File: src/rtl/keyscan_pkg.sv
package keyscan_pkg;

    typedef enum logic [1:0] {
        SC_DRIVE,
        SC_SAMPLE,
        SC_FRAME
    } scan_state_e;

    typedef enum logic {
        EM_IDLE,
        EM_WALK
    } emit_state_e;

    function automatic int unsigned bits_set(input logic [63:0] v, input int unsigned n);
        int unsigned acc;
        acc = 0;
        for (int unsigned i = 0; i < n; i++) begin
            if (v[i]) acc++;
        end
        return acc;
    endfunction

endpackage

File: src/rtl/keyscan_colscan.sv
module keyscan_colscan
    import keyscan_pkg::*;
#(
    parameter int ROWS   = 8,
    parameter int COLS   = 8,
    parameter int NSF    = 8,
    parameter int SETTLE = 4
) (
    input  logic                   clk,
    input  logic                   rst_n,
    input  logic [ROWS-1:0]        row_sense_n,
    input  logic [NSF-1:0]         sfk_n,
    output logic [COLS-1:0]        col_drive_n,
    output logic [ROWS*COLS-1:0]   frame_mx,
    output logic [NSF-1:0]         frame_sf,
    output logic                   frame_valid
);
    localparam int CW = (COLS > 1) ? $clog2(COLS) : 1;
    localparam int SW = (SETTLE > 1) ? $clog2(SETTLE) : 1;

    scan_state_e state, state_nx;
    logic [CW-1:0] col;
    logic [SW-1:0] cnt;
    logic [COLS-1:0][ROWS-1:0] snap;

    wire settle_done = (cnt == SW'(SETTLE - 1));
    wire last_col    = (col == CW'(COLS - 1));

    always_comb begin
        state_nx = state;
        unique case (state)
            SC_DRIVE:  if (settle_done) state_nx = SC_SAMPLE;
            SC_SAMPLE: state_nx = last_col ? SC_FRAME : SC_DRIVE;
            SC_FRAME:  state_nx = SC_DRIVE;
            default:   state_nx = SC_DRIVE;
        endcase
    end

    always_ff @(posedge clk or negedge rst_n) begin
        if (!rst_n) begin
            state <= SC_DRIVE;
            col   <= '0;
            cnt   <= '0;
        end else begin
            state <= state_nx;
            unique case (state)
                SC_DRIVE:  cnt <= settle_done ? '0 : cnt + 1'b1;
                SC_SAMPLE: col <= last_col ? '0 : col + 1'b1;
                default:   ;
            endcase
        end
    end

    always_ff @(posedge clk or negedge rst_n) begin
        if (!rst_n) begin
            snap        <= '0;
            frame_sf    <= '0;
            frame_valid <= 1'b0;
        end else begin
            frame_valid <= (state == SC_FRAME);
            if (state == SC_SAMPLE) snap[col] <= ~row_sense_n;
            if (state == SC_FRAME)  frame_sf  <= ~sfk_n;
        end
    end

    always_comb begin
        col_drive_n = '1;
        if (state != SC_FRAME) col_drive_n[col] = 1'b0;
    end

    for (genvar r = 0; r < ROWS; r++) begin : g_row
        for (genvar c = 0; c < COLS; c++) begin : g_col
            assign frame_mx[r*COLS + c] = snap[c][r];
        end
    end

    p_onecol_r1: assert property (@(posedge clk) disable iff (!rst_n)
        $countones(~col_drive_n) <= 1);

    p_release_r1: assert property (@(posedge clk) disable iff (!rst_n)
        frame_valid |-> $past(col_drive_n) == '1);

endmodule

File: src/rtl/keyscan_debounce.sv
module keyscan_debounce #(
    parameter int NMX = 64,
    parameter int NSF = 8,
    parameter int DBW = 8
) (
    input  logic           clk,
    input  logic           rst_n,
    input  logic           frame_valid,
    input  logic [NMX-1:0] frame_mx,
    input  logic [NSF-1:0] frame_sf,
    input  logic [DBW-1:0] db_count,
    output logic           acc_stb,
    output logic [NMX-1:0] acc_mx,
    output logic [NSF-1:0] acc_sf
);
    logic [DBW-1:0] stable;
    logic [DBW-1:0] stable_nx;
    logic [DBW-1:0] thr;

    assign thr       = (db_count == '0) ? DBW'(1) : db_count;
    assign stable_nx = (stable == '1) ? stable : stable + 1'b1;

    always_ff @(posedge clk or negedge rst_n) begin
        if (!rst_n) begin
            stable  <= '0;
            acc_mx  <= '0;
            acc_sf  <= '0;
            acc_stb <= 1'b0;
        end else begin
            acc_stb <= 1'b0;
            if (frame_valid) begin
                if (frame_mx == acc_mx && frame_sf == acc_sf) begin
                    stable  <= stable_nx;
                    acc_stb <= (stable_nx >= thr);
                end else begin
                    acc_mx <= frame_mx;
                    acc_sf <= frame_sf;
                    stable <= '0;
                end
            end
        end
    end

    p_accept_stable_r4: assert property (@(posedge clk) disable iff (!rst_n)
        acc_stb |-> $stable(acc_mx) && $stable(acc_sf));

endmodule

File: src/rtl/keyscan_emitter.sv
module keyscan_emitter
    import keyscan_pkg::*;
#(
    parameter int NMX = 64,
    parameter int NSF = 8
) (
    input  logic           clk,
    input  logic           rst_n,
    input  logic           acc_stb,
    input  logic [NMX-1:0] acc_mx,
    input  logic [NSF-1:0] acc_sf,
    output logic           push,
    output logic [7:0]     push_code,
    output logic           key_ovr
);
    localparam int NTOT = NMX + NSF;
    localparam int IW   = $clog2(NTOT);
    localparam int SFW  = (NSF > 1) ? $clog2(NSF) : 1;
    localparam int MXW  = (NMX > 1) ? $clog2(NMX) : 1;

    emit_state_e state, state_nx;
    logic [IW-1:0]  idx;
    logic [NMX-1:0] cap_mx, rep_mx;
    logic [NSF-1:0] cap_sf, rep_sf;
    logic           blocked;

    logic [SFW-1:0] sfi;
    logic [IW-1:0]  mxo;
    logic [MXW-1:0] mxi;
    logic           is_sf;
    logic           last_idx;

    assign is_sf    = (idx < IW'(NSF));
    assign sfi      = idx[SFW-1:0];
    assign mxo      = idx - IW'(NSF);
    assign mxi      = mxo[MXW-1:0];
    assign last_idx = (idx == IW'(NTOT - 1));

    always_comb begin
        state_nx = state;
        unique case (state)
            EM_IDLE: if (acc_stb) state_nx = EM_WALK;
            EM_WALK: if (last_idx) state_nx = EM_IDLE;
            default: state_nx = EM_IDLE;
        endcase
    end

    always_ff @(posedge clk or negedge rst_n) begin
        if (!rst_n) begin
            state <= EM_IDLE;
            idx   <= '0;
        end else begin
            state <= state_nx;
            if (state == EM_WALK) idx <= last_idx ? '0 : idx + 1'b1;
        end
    end

    always_comb begin
        push      = 1'b0;
        push_code = 8'h00;
        if (state == EM_WALK) begin
            if (is_sf) begin
                if (cap_sf[sfi] != rep_sf[sfi]) begin
                    push      = 1'b1;
                    push_code = {cap_sf[sfi], 7'(NMX) + 7'(sfi)};
                end
            end else if (!blocked && cap_mx[mxi] != rep_mx[mxi]) begin
                push      = 1'b1;
                push_code = {cap_mx[mxi], 7'(mxi)};
            end
        end
    end

    always_ff @(posedge clk or negedge rst_n) begin
        if (!rst_n) begin
            cap_mx  <= '0;
            cap_sf  <= '0;
            rep_mx  <= '0;
            rep_sf  <= '0;
            blocked <= 1'b0;
            key_ovr <= 1'b0;
        end else begin
            if (state == EM_IDLE && acc_stb) begin
                cap_mx  <= acc_mx;
                cap_sf  <= acc_sf;
                key_ovr <= (bits_set(64'(acc_mx), NMX) > 2);
                blocked <= (|acc_sf) || (bits_set(64'(acc_mx), NMX) > 2);
            end
            if (push && is_sf)  rep_sf[sfi] <= cap_sf[sfi];
            if (push && !is_sf) rep_mx[mxi] <= cap_mx[mxi];
        end
    end

    p_sf_first_r9: assert property (@(posedge clk) disable iff (!rst_n)
        (push && (|cap_sf)) |-> (push_code[6:0] >= 7'(NMX)));

    p_ovr_hold_r8: assert property (@(posedge clk) disable iff (!rst_n)
        (push && key_ovr) |-> (push_code[6:0] >= 7'(NMX)));

endmodule

File: src/rtl/keyscan_fifo.sv
module keyscan_fifo #(
    parameter int DEPTH = 16
) (
    input  logic       clk,
    input  logic       rst_n,
    input  logic       push,
    input  logic [7:0] push_data,
    input  logic       pop,
    output logic [7:0] head_byte,
    output logic       not_empty,
    output logic       ovr_err
);
    localparam int AW = $clog2(DEPTH);

    logic [7:0]    mem [DEPTH];
    logic [AW-1:0] wr, rd;
    logic [AW:0]   count;
    logic          full, do_push, do_pop;

    assign full      = (count == (AW+1)'(DEPTH));
    assign not_empty = (count != '0);
    assign do_push   = push && !full;
    assign do_pop    = pop && not_empty;
    assign head_byte = not_empty ? mem[rd] : 8'h00;

    always_ff @(posedge clk) begin
        if (do_push) mem[wr] <= push_data;
    end

    always_ff @(posedge clk or negedge rst_n) begin
        if (!rst_n) begin
            wr      <= '0;
            rd      <= '0;
            count   <= '0;
            ovr_err <= 1'b0;
        end else begin
            if (do_push) wr <= wr + 1'b1;
            if (do_pop)  rd <= rd + 1'b1;
            count <= count + (AW+1)'(do_push) - (AW+1)'(do_pop);
            if (push && full) ovr_err <= 1'b1;
            else if (pop)     ovr_err <= 1'b0;
        end
    end

    p_no_overflow_r5: assert property (@(posedge clk) disable iff (!rst_n)
        count <= (AW+1)'(DEPTH));

    p_drop_flag_r7: assert property (@(posedge clk) disable iff (!rst_n)
        (push && full) |=> ovr_err);

    p_empty_pop_r6: assert property (@(posedge clk) disable iff (!rst_n)
        (!not_empty && !push) |=> !not_empty);

endmodule

File: src/rtl/keyscan_queue.sv
module keyscan_queue #(
    parameter int ROWS   = 8,
    parameter int COLS   = 8,
    parameter int NSF    = 8,
    parameter int DEPTH  = 16,
    parameter int SETTLE = 4,
    parameter int DBW    = 8
) (
    input  logic            clk,
    input  logic            rst_n,
    input  logic [ROWS-1:0] row_sense_n,
    input  logic [NSF-1:0]  sfk_n,
    input  logic [DBW-1:0]  db_count,
    input  logic            pop,
    output logic [COLS-1:0] col_drive_n,
    output logic [7:0]      evt_byte,
    output logic            irq,
    output logic            err_fifo_ovr,
    output logic            err_key_ovr
);
    localparam int NMX = ROWS * COLS;

    logic [NMX-1:0] frame_mx, acc_mx;
    logic [NSF-1:0] frame_sf, acc_sf;
    logic           frame_valid, acc_stb;
    logic           push, fifo_ne;
    logic [7:0]     push_code;

    keyscan_colscan #(.ROWS(ROWS), .COLS(COLS), .NSF(NSF), .SETTLE(SETTLE)) u_scan (
        .clk(clk), .rst_n(rst_n), .row_sense_n(row_sense_n), .sfk_n(sfk_n),
        .col_drive_n(col_drive_n), .frame_mx(frame_mx), .frame_sf(frame_sf),
        .frame_valid(frame_valid)
    );

    keyscan_debounce #(.NMX(NMX), .NSF(NSF), .DBW(DBW)) u_deb (
        .clk(clk), .rst_n(rst_n), .frame_valid(frame_valid), .frame_mx(frame_mx),
        .frame_sf(frame_sf), .db_count(db_count), .acc_stb(acc_stb),
        .acc_mx(acc_mx), .acc_sf(acc_sf)
    );

    keyscan_emitter #(.NMX(NMX), .NSF(NSF)) u_emit (
        .clk(clk), .rst_n(rst_n), .acc_stb(acc_stb), .acc_mx(acc_mx), .acc_sf(acc_sf),
        .push(push), .push_code(push_code), .key_ovr(err_key_ovr)
    );

    keyscan_fifo #(.DEPTH(DEPTH)) u_fifo (
        .clk(clk), .rst_n(rst_n), .push(push), .push_data(push_code), .pop(pop),
        .head_byte(evt_byte), .not_empty(fifo_ne), .ovr_err(err_fifo_ovr)
    );

    assign irq = fifo_ne | err_fifo_ovr | err_key_ovr;

    p_push_raises_irq_r10: assert property (@(posedge clk) disable iff (!rst_n)
        (push && !pop) |=> irq);

endmodule

File: config.mk
export PLATFORM = sky130hd
export DESIGN_NAME = keyscan_queue
export DESIGN_NICKNAME = d
export VERILOG_FILES = /design/src/rtl/keyscan_pkg.sv /design/src/rtl/keyscan_colscan.sv /design/src/rtl/keyscan_debounce.sv /design/src/rtl/keyscan_emitter.sv /design/src/rtl/keyscan_fifo.sv /design/src/rtl/keyscan_queue.sv
export SDC_FILE = /design/constraint.sdc
export NUM_CORES = 1
export LEC_CHECK = 0
export BUFFER_PORTS_ARGS = -buffer_cell sky130_fd_sc_hd__buf_2
export CORE_MARGIN = 3
export CORE_UTILIZATION = 53
export CTS_BUF_LIST = sky130_fd_sc_hd__clkbuf_8
export CTS_CLUSTER_DIAMETER = 200
export DETAILED_ROUTE_END_ITERATION = 8
export GPL_ROUTABILITY_DRIVEN = 0
export GPL_TIMING_DRIVEN = 0
export PLACE_DENSITY = 0.74
export SETUP_SLACK_MARGIN = 0.15
export SLEW_MARGIN = 30
export SYNTH_ARGS = -nofsm -noshare
export SYNTH_HDL_FRONTEND = slang
export SYNTH_SLANG_ARGS = --single-unit
File: constraint.sdc
create_clock -name clk -period 113.7 [get_ports clk]
set_input_delay 0 -clock clk [delete_from_list [all_inputs] [get_ports clk]]
set_output_delay 0 -clock clk [all_outputs]
set_load 0.005 [all_outputs]
# After elaboration in Yosys (flattened, before gate mapping)
# Memories as Yosys holds them, arrays and structs flattened.
# Cells that the tools add are included.
totals:
  ff_bits: 329
  in_bits: 27
  out_inout_bits: 19
  wordCells: 328
  ramBits: 128
  n_memories: 1
op_classes:
  n_reduce_logical: 21
  n_eq_ne: 13
  n_addsub: 73
  bitwise_logic: 7
  muxes: 175
  magnitude_cmp: 9
mem_list:
  columns: ["memory", "words", "width", "rd", "rd_clocked_by_memory_dff", "write_ports", "line", "source"]
  rows:
  - ["u_fifo.mem", 16, 8, 1, 0, 1, "keyscan_fifo.sv:15", "logic [7:0] mem [DEPTH];"]
ops:
  columns: ["op", "count"]
  rows:
  - ["two-way mux 32 bit", 127]
  - ["adder 32 x 1 -> 32 bit, second input constant", 63]
  - ["bitwise mux 64 bit", 2]
  - ["two-way mux 8 bit", 10]
  - ["== test 64 bit", 1]
  - ["> comparator 32 x 2 -> 1 bit, second input constant", 1]
  - ["demux 8 bit (select 3 bit)", 1]
  - ["NOT 8 bit", 3]
  - ["two-way mux 1 bit", 20]
  - ["binary-select mux 1 bit (select 6 bit)", 2]
  - ["logical AND 1 bit", 11]
  - ["adder 4 x 1 -> 4 bit, second input constant", 2]
  - ["adder 8 x 1 -> 8 bit, second input constant", 1]
  - ["bitwise mux 8 bit", 1]
  - ["== test 8 bit", 1]
  - ["== test 8 bit, second input constant", 1]
  - ["greater-or-equal comparator 8 bit", 1]
  - ["logical NOT 8 bit", 1]
  - ["< comparator 3 x 4 -> 1 bit, second input constant", 2]
  - ["OR reduction 8 bit", 1]
  - ["adder 7 x 1 -> 7 bit, second input constant", 1]
  - ["adder 7 x 3 -> 7 bit, first input constant", 1]
  - ["== test 7 bit, second input constant", 1]
  - ["< comparator 6 x 7 -> 1 bit, second input constant", 1]
  - ["other kinds (31)", 42]

# Logic depth before layout (Yosys ltp)
logic_depth:
  word_depth: 194
  mapped_depth: 196
  depth_no_buf: 196

# Hierarchy
# Synthesis repeated with hierarchy kept, for this count alone.
hier_totals:
  cells_unflattened: 3778
  area_unflattened_um2: 35585.4
by_module_without_submodules:
  columns: ["module", "area_per_inst_um2", "cells_each", "n_inst"]
  rows:
  - ["keyscan_emitter", 22430.3, 2852, 1]
  - ["keyscan_fifo", 5861.9, 298, 1]
  - ["keyscan_debounce", 4197.8, 334, 1]
  - ["keyscan_colscan", 3089.2, 293, 1]
  - ["keyscan_queue", 6.3, 1, 1]

# Worst setup path before layout
# OpenSTA, ideal clock, no wires.
synth_timing:
  kind: "reg2reg"
  from: "register u_deb.acc_mx[0]"
  to: "register u_emit.blocked"
  slack_ns: 78.161
  path_stages_with_launch: 192
  t_arrival_ns: 35.404
  cell_sequence: "dfrtp_1 > inv_1 > ha_1 > buf_6 > xor2_2 > ha_1 > nand2_1 > o31a_1 > o21ai_0 > ha_1 > mux2_2 > ha_1 > nor2_1 > a31oi_1 > ha_1 > nor2b_1 > nor2_1 > ha_1 > [... 156 more ...] > nand2_1 > ha_1 > mux2_2 > ha_1 > mux2_2 > ha_1 > mux2_2 > ha_1 > nand2_1 > o22a_1 > nand2b_1 > nor4b_1 > xnor2_1 > nand2_1 > a2111oi_0 > o2111ai_1 > nor3_1 > a31oi_1"
synth_between:
  elab_chain_len: 193
synth_lines:
  columns: ["element", "line", "source"]
  rows:
  - ["start: declaration", "keyscan_debounce.sv:13", "output logic [NMX-1:0] acc_mx,"]
  - ["start signal: assignment", "keyscan_debounce.sv:36", "acc_mx <= frame_mx;"]
  - ["two-way mux 1 bit (*)", "keyscan_pkg.sv:18", "if (v[i]) acc++;"]
  - ["two-way mux 32 bit (*)", "keyscan_emitter.sv:83", "if (state == EM_IDLE && acc_stb) begin"]
  - ["adder 32 x 1 -> 32 bit", "keyscan_pkg.sv:18", null]
  - ["two-way mux 32 bit (*)", "keyscan_pkg.sv:18", null]
  - ["two-way mux 32 bit (*)", "keyscan_emitter.sv:83", null]
  - ["adder 32 x 1 -> 32 bit", "keyscan_pkg.sv:18", null]
  - ["two-way mux 32 bit (*)", "keyscan_pkg.sv:18", null]
  - ["two-way mux 32 bit (*)", "keyscan_emitter.sv:83", null]
  - ["[... 177 more ...]", null, null]
  - ["adder 32 x 1 -> 32 bit", "keyscan_pkg.sv:18", null]
  - ["two-way mux 32 bit (*)", "keyscan_pkg.sv:18", null]
  - ["two-way mux 32 bit (*)", "keyscan_emitter.sv:83", null]
  - ["adder 32 x 1 -> 32 bit", "keyscan_pkg.sv:18", null]
  - ["two-way mux 32 bit (*)", "keyscan_pkg.sv:18", null]
  - ["two-way mux 32 bit (*)", "keyscan_emitter.sv:83", null]
  - ["> comparator 32 x 2 -> 1 bit (*)", "keyscan_emitter.sv:87", "blocked <= (|acc_sf) || (bits_set(64'(acc_mx), NMX) > 2);"]
  - ["logical OR 1 bit (*)", "keyscan_emitter.sv:87", null]
  - ["end signal: assignment", "keyscan_emitter.sv:87", null]
  - ["end: declaration", "keyscan_emitter.sv:25", "logic blocked;"]
# Every way passes the cells marked *; elsewhere a longest branch is shown, timed or not. The select of a mux whose other input is x is not followed.
# A chain may end at the register's enable or synchronous reset.

# Final worst setup path
layout_timing:
  from: "register u_deb.acc_mx[1]"
  to: "register u_emit.blocked"
layout_between:
  elab_chain_len: 190
layout_lines:
  columns: ["element", "line"]
  rows:
  - ["two-way mux 32 bit (*)", "keyscan_pkg.sv:18"]
  - ["two-way mux 32 bit (*)", "keyscan_emitter.sv:83"]
  - ["adder 32 x 1 -> 32 bit", "keyscan_pkg.sv:18"]
  - ["two-way mux 32 bit (*)", "keyscan_pkg.sv:18"]
  - ["two-way mux 32 bit (*)", "keyscan_emitter.sv:83"]
  - ["adder 32 x 1 -> 32 bit", "keyscan_pkg.sv:18"]
  - ["two-way mux 32 bit (*)", "keyscan_pkg.sv:18"]
  - ["two-way mux 32 bit (*)", "keyscan_emitter.sv:83"]
  - ["[... 174 more ...]", null]
  - ["adder 32 x 1 -> 32 bit", "keyscan_pkg.sv:18"]
  - ["two-way mux 32 bit (*)", "keyscan_pkg.sv:18"]
  - ["two-way mux 32 bit (*)", "keyscan_emitter.sv:83"]
  - ["adder 32 x 1 -> 32 bit", "keyscan_pkg.sv:18"]
  - ["two-way mux 32 bit (*)", "keyscan_pkg.sv:18"]
  - ["two-way mux 32 bit (*)", "keyscan_emitter.sv:83"]
  - ["> comparator 32 x 2 -> 1 bit (*)", "keyscan_emitter.sv:87"]
  - ["logical OR 1 bit (*)", "keyscan_emitter.sv:87"]
# Marks and branches as above.

==> flow_metrics.env <==
export IMPL_synth_top_cell_area_share=0.237
export IMPL_ys_flop_type="dfrtp_1"
export IMPL_regArea_mm2=0.0121
export IMPL_cp_num_buf_inv=12
export IMPL_cts_buffer_depth=3
export IMPL_mostFrequentLayoutCell="nand2_1"
export IMPL_finalHoldViolCount=0
export IMPL_final_area_mm2=0.0379
export IMPL_dieWidth_um=262
export IMPL_nFillCells=5653
export IMPL_dp_final_hpwl_mm=70.1
export IMPL_yosysWarnings=0
export IMPL_postSynthCellCount=3810
export IMPL_critPathMostFrequentCell="ha_1"
export IMPL_worstSetupStartpointType="flop"
export IMPL_yosys_area_share_simple=0.209
export IMPL_grt_pass1_wl_mm=151
export IMPL_core_mm2=0.0647
export IMPL_layout_drive_gt1_share=0.106
export IMPL_synth_xor_area_frac=0.160
export IMPL_critPathTopFamily="adder cells"
export IMPL_root_buffer="clkbuf_8"
export IMPL_status="completed"
export IMPL_hold_class="in -> reg"
export IMPL_initial_core_util=0.538
export IMPL_grt_max_degree=79
export IMPL_cts_buffers=76
export IMPL_synthMuxAreaShare=0.0694
export IMPL_synth_area_mm2=0.0348
export IMPL_synth_top_area_cell="dfrtp_1"
export IMPL_slew_violations=0
export IMPL_synthTopCellsByArea="dfrtp_1 24%, edfxtp_1 11%, xnor2_1 7.2%"
export IMPL_multi_input_comb_area_mm2=0.0216
export IMPL_crit_arrival_ps=41290
export IMPL_syn_avg_cell_area_um2=9.13
export IMPL_final_cell_mix="500 x nand2_1, 365 x nor2_1, 329 x dfrtp_1, 287 x xnor2_1, 155 x o21ai_0"
export IMPL_clock_sinks=457
export IMPL_areaGrowthSynthToFinish_pct=8.96
export IMPL_drt_pass1_iterations=6
export IMPL_max_stage_delay_ps=610
export IMPL_drt_iter0_drc=2908
export IMPL_crit_path_end_kind="flop"
export IMPL_clock_fmax_ghz=0.0245
export IMPL_layout_min_cycle_time_ps=40780
export IMPL_rsz0062_at_grt="no"
export IMPL_clkTransAtPathRegs_ps=60
export IMPL_nets=4082
export IMPL_h_tree_depth=3
export IMPL_grt_pass1_vias=28400
export IMPL_num_rows=93
export IMPL_vias=29500
export IMPL_grt_overflow_total=0
export IMPL_cts_hold_buffers=21
export IMPL_critical_path_class="reg -> reg"
export IMPL_worstPathMaxFanout=10
export IMPL_ys_ff_latch=457
export IMPL_synth_top_family_by_area="simple AND/OR/NAND/NOR gates"
export IMPL_drt_wirelength_per_cell_um=19.2
export IMPL_fin_tns_setup_ps=0
export IMPL_clock_latency_ps=660
export IMPL_fin_worst_skew_ps=29.6
export IMPL_setup_violations=0
export IMPL_drc_errors=0
export IMPL_ios=46
export IMPL_slew_headroom=0.378
export IMPL_cap_violations=0
export IMPL_drt_antenna_violating_nets=0
export IMPL_die_y_um=262
export IMPL_buffer_ports_inserted=45
export IMPL_dieArea_mm2=0.0688
export IMPL_vias_per_cell=6.06
export IMPL_antenna_found_initial=6
export IMPL_post_cts_resized=0
export IMPL_synth_edff_count=128
export IMPL_crit_required_ps=114220
export IMPL_synth_cell_types=114
export IMPL_synth_compound_area_share=0.148
export IMPL_async_reset_ff_frac=0.720
export IMPL_cts_tree="yes"
export IMPL_timing_final_crit_share=0.359
export IMPL_ys_seq_area_frac=0.347
export IMPL_crit_path_top_delay_cell="mux2i_1"
export IMPL_syn_nets=3930
export IMPL_synth_fa_ha_area_frac=0.0342
export IMPL_grt_util_all_layers=0.266
export IMPL_wirelength_mm=93.8
export IMPL_tightest_slew_ps=923
export IMPL_dpl_instance_area_mm2=0.0363
export IMPL_cts_setup_buffers=0
[worst reg2reg max path, delay by kind of cell (launching register included)]
family	cells	cell delay, ps
buf+inv	12	1280
fa+ha+maj	55	17460
xor+xnor	6	1240
mux	13	3710
flops	1	510
simple gates	50	6650
compound gates	55	9760
[cell type report]
class | count | share of cell area
Tap cell | 855 | 0.0282
Sequential cell | 457 | 0.319
Timing Repair Buffer | 74 | 0.0159
Multi-Input combinational cell | 3063 | 0.571
Buffer | 186 | 0.0193
Antenna cell | 3 | 0.000198
Inverter | 104 | 0.0103
Clock inverter | 44 | 0.00601
Clock buffer | 85 | 0.0309
[synth_stat cells, types with 29 or more instances]
cell type and n:
nand3_1 110, ha_1 92, nor3b_1 29, xnor3_1 37
nor2b_1 49, mux4_2 40, and3_1 37, nand2b_1 45
nor3_1 72, nand4_1 58, o21ai_0 155, edfxtp_1 128
mux2_2 103, nand2_1 500, clkbuf_1 144, a21oi_1 147
xor2_1 140, xnor2_1 287, a22oi_1 45, a31oi_1 110
mux2i_1 34, inv_1 96, nor4_1 43, dfrtp_1 329
nor2_1 369, and2_1 62
[kinds of logic after synthesis]
logic type,count (synthesis)
flops,457
xor+xnor,513
fa+ha+maj,95
buf+inv,290
simple gates,1507
mux,178
compound gates,770
[flip-flops by register name, indices dropped and copies added, names as in the netlist, 64 cells and up]
| register | cells |
|---|---|
| u_fifo.mem | 128 |
| u_deb.acc_mx | 64 |
| u_emit.cap_mx | 64 |
| u_emit.rep_mx | 64 |
| u_scan.frame_mx | 64 |
[per-layer routing]
layer  GRT usage  wire length, µm
met5           0               13
met4      0.0924             3050
met3      0.0424             6310
met2       0.435            43800
met1       0.362            40600
[final timing paths]
kind,from,end,slack [ps],cells after the start
min reg2reg,u_emit.cap_mx[16],u_emit.cap_mx[16],480,2
max in group asynchronous,rst_n,u_emit.rep_mx[38],112410,5
min,pop,u_fifo.ovr_err,90,3
min in group asynchronous,rst_n,u_deb.acc_stb,520,4
max,u_deb.acc_mx[1],u_emit.blocked,72920,191
max reg2reg,u_deb.acc_mx[1],u_emit.blocked,72920,191
[through the flow]
stage / util / cells / hold slack [ps] / setup WS, ps
after floorplan: - / 3810 / -296 / 78160
after global placement: 0.558 / 4710 / 217 / 73790
after detailed placement: 0.561 / 4718 / -40.6 / 73340
after CTS: 0.586 / 4868 / 53.3 / 73140
after global routing: 0.586 / 4870 / 95.0 / 69430
final: 0.586 / 4871 / 90.0 / 72920
Power is left out: the tool's default activity adds up to more than one toggle a clock period on the data nets, which glitch-free logic cannot reach.
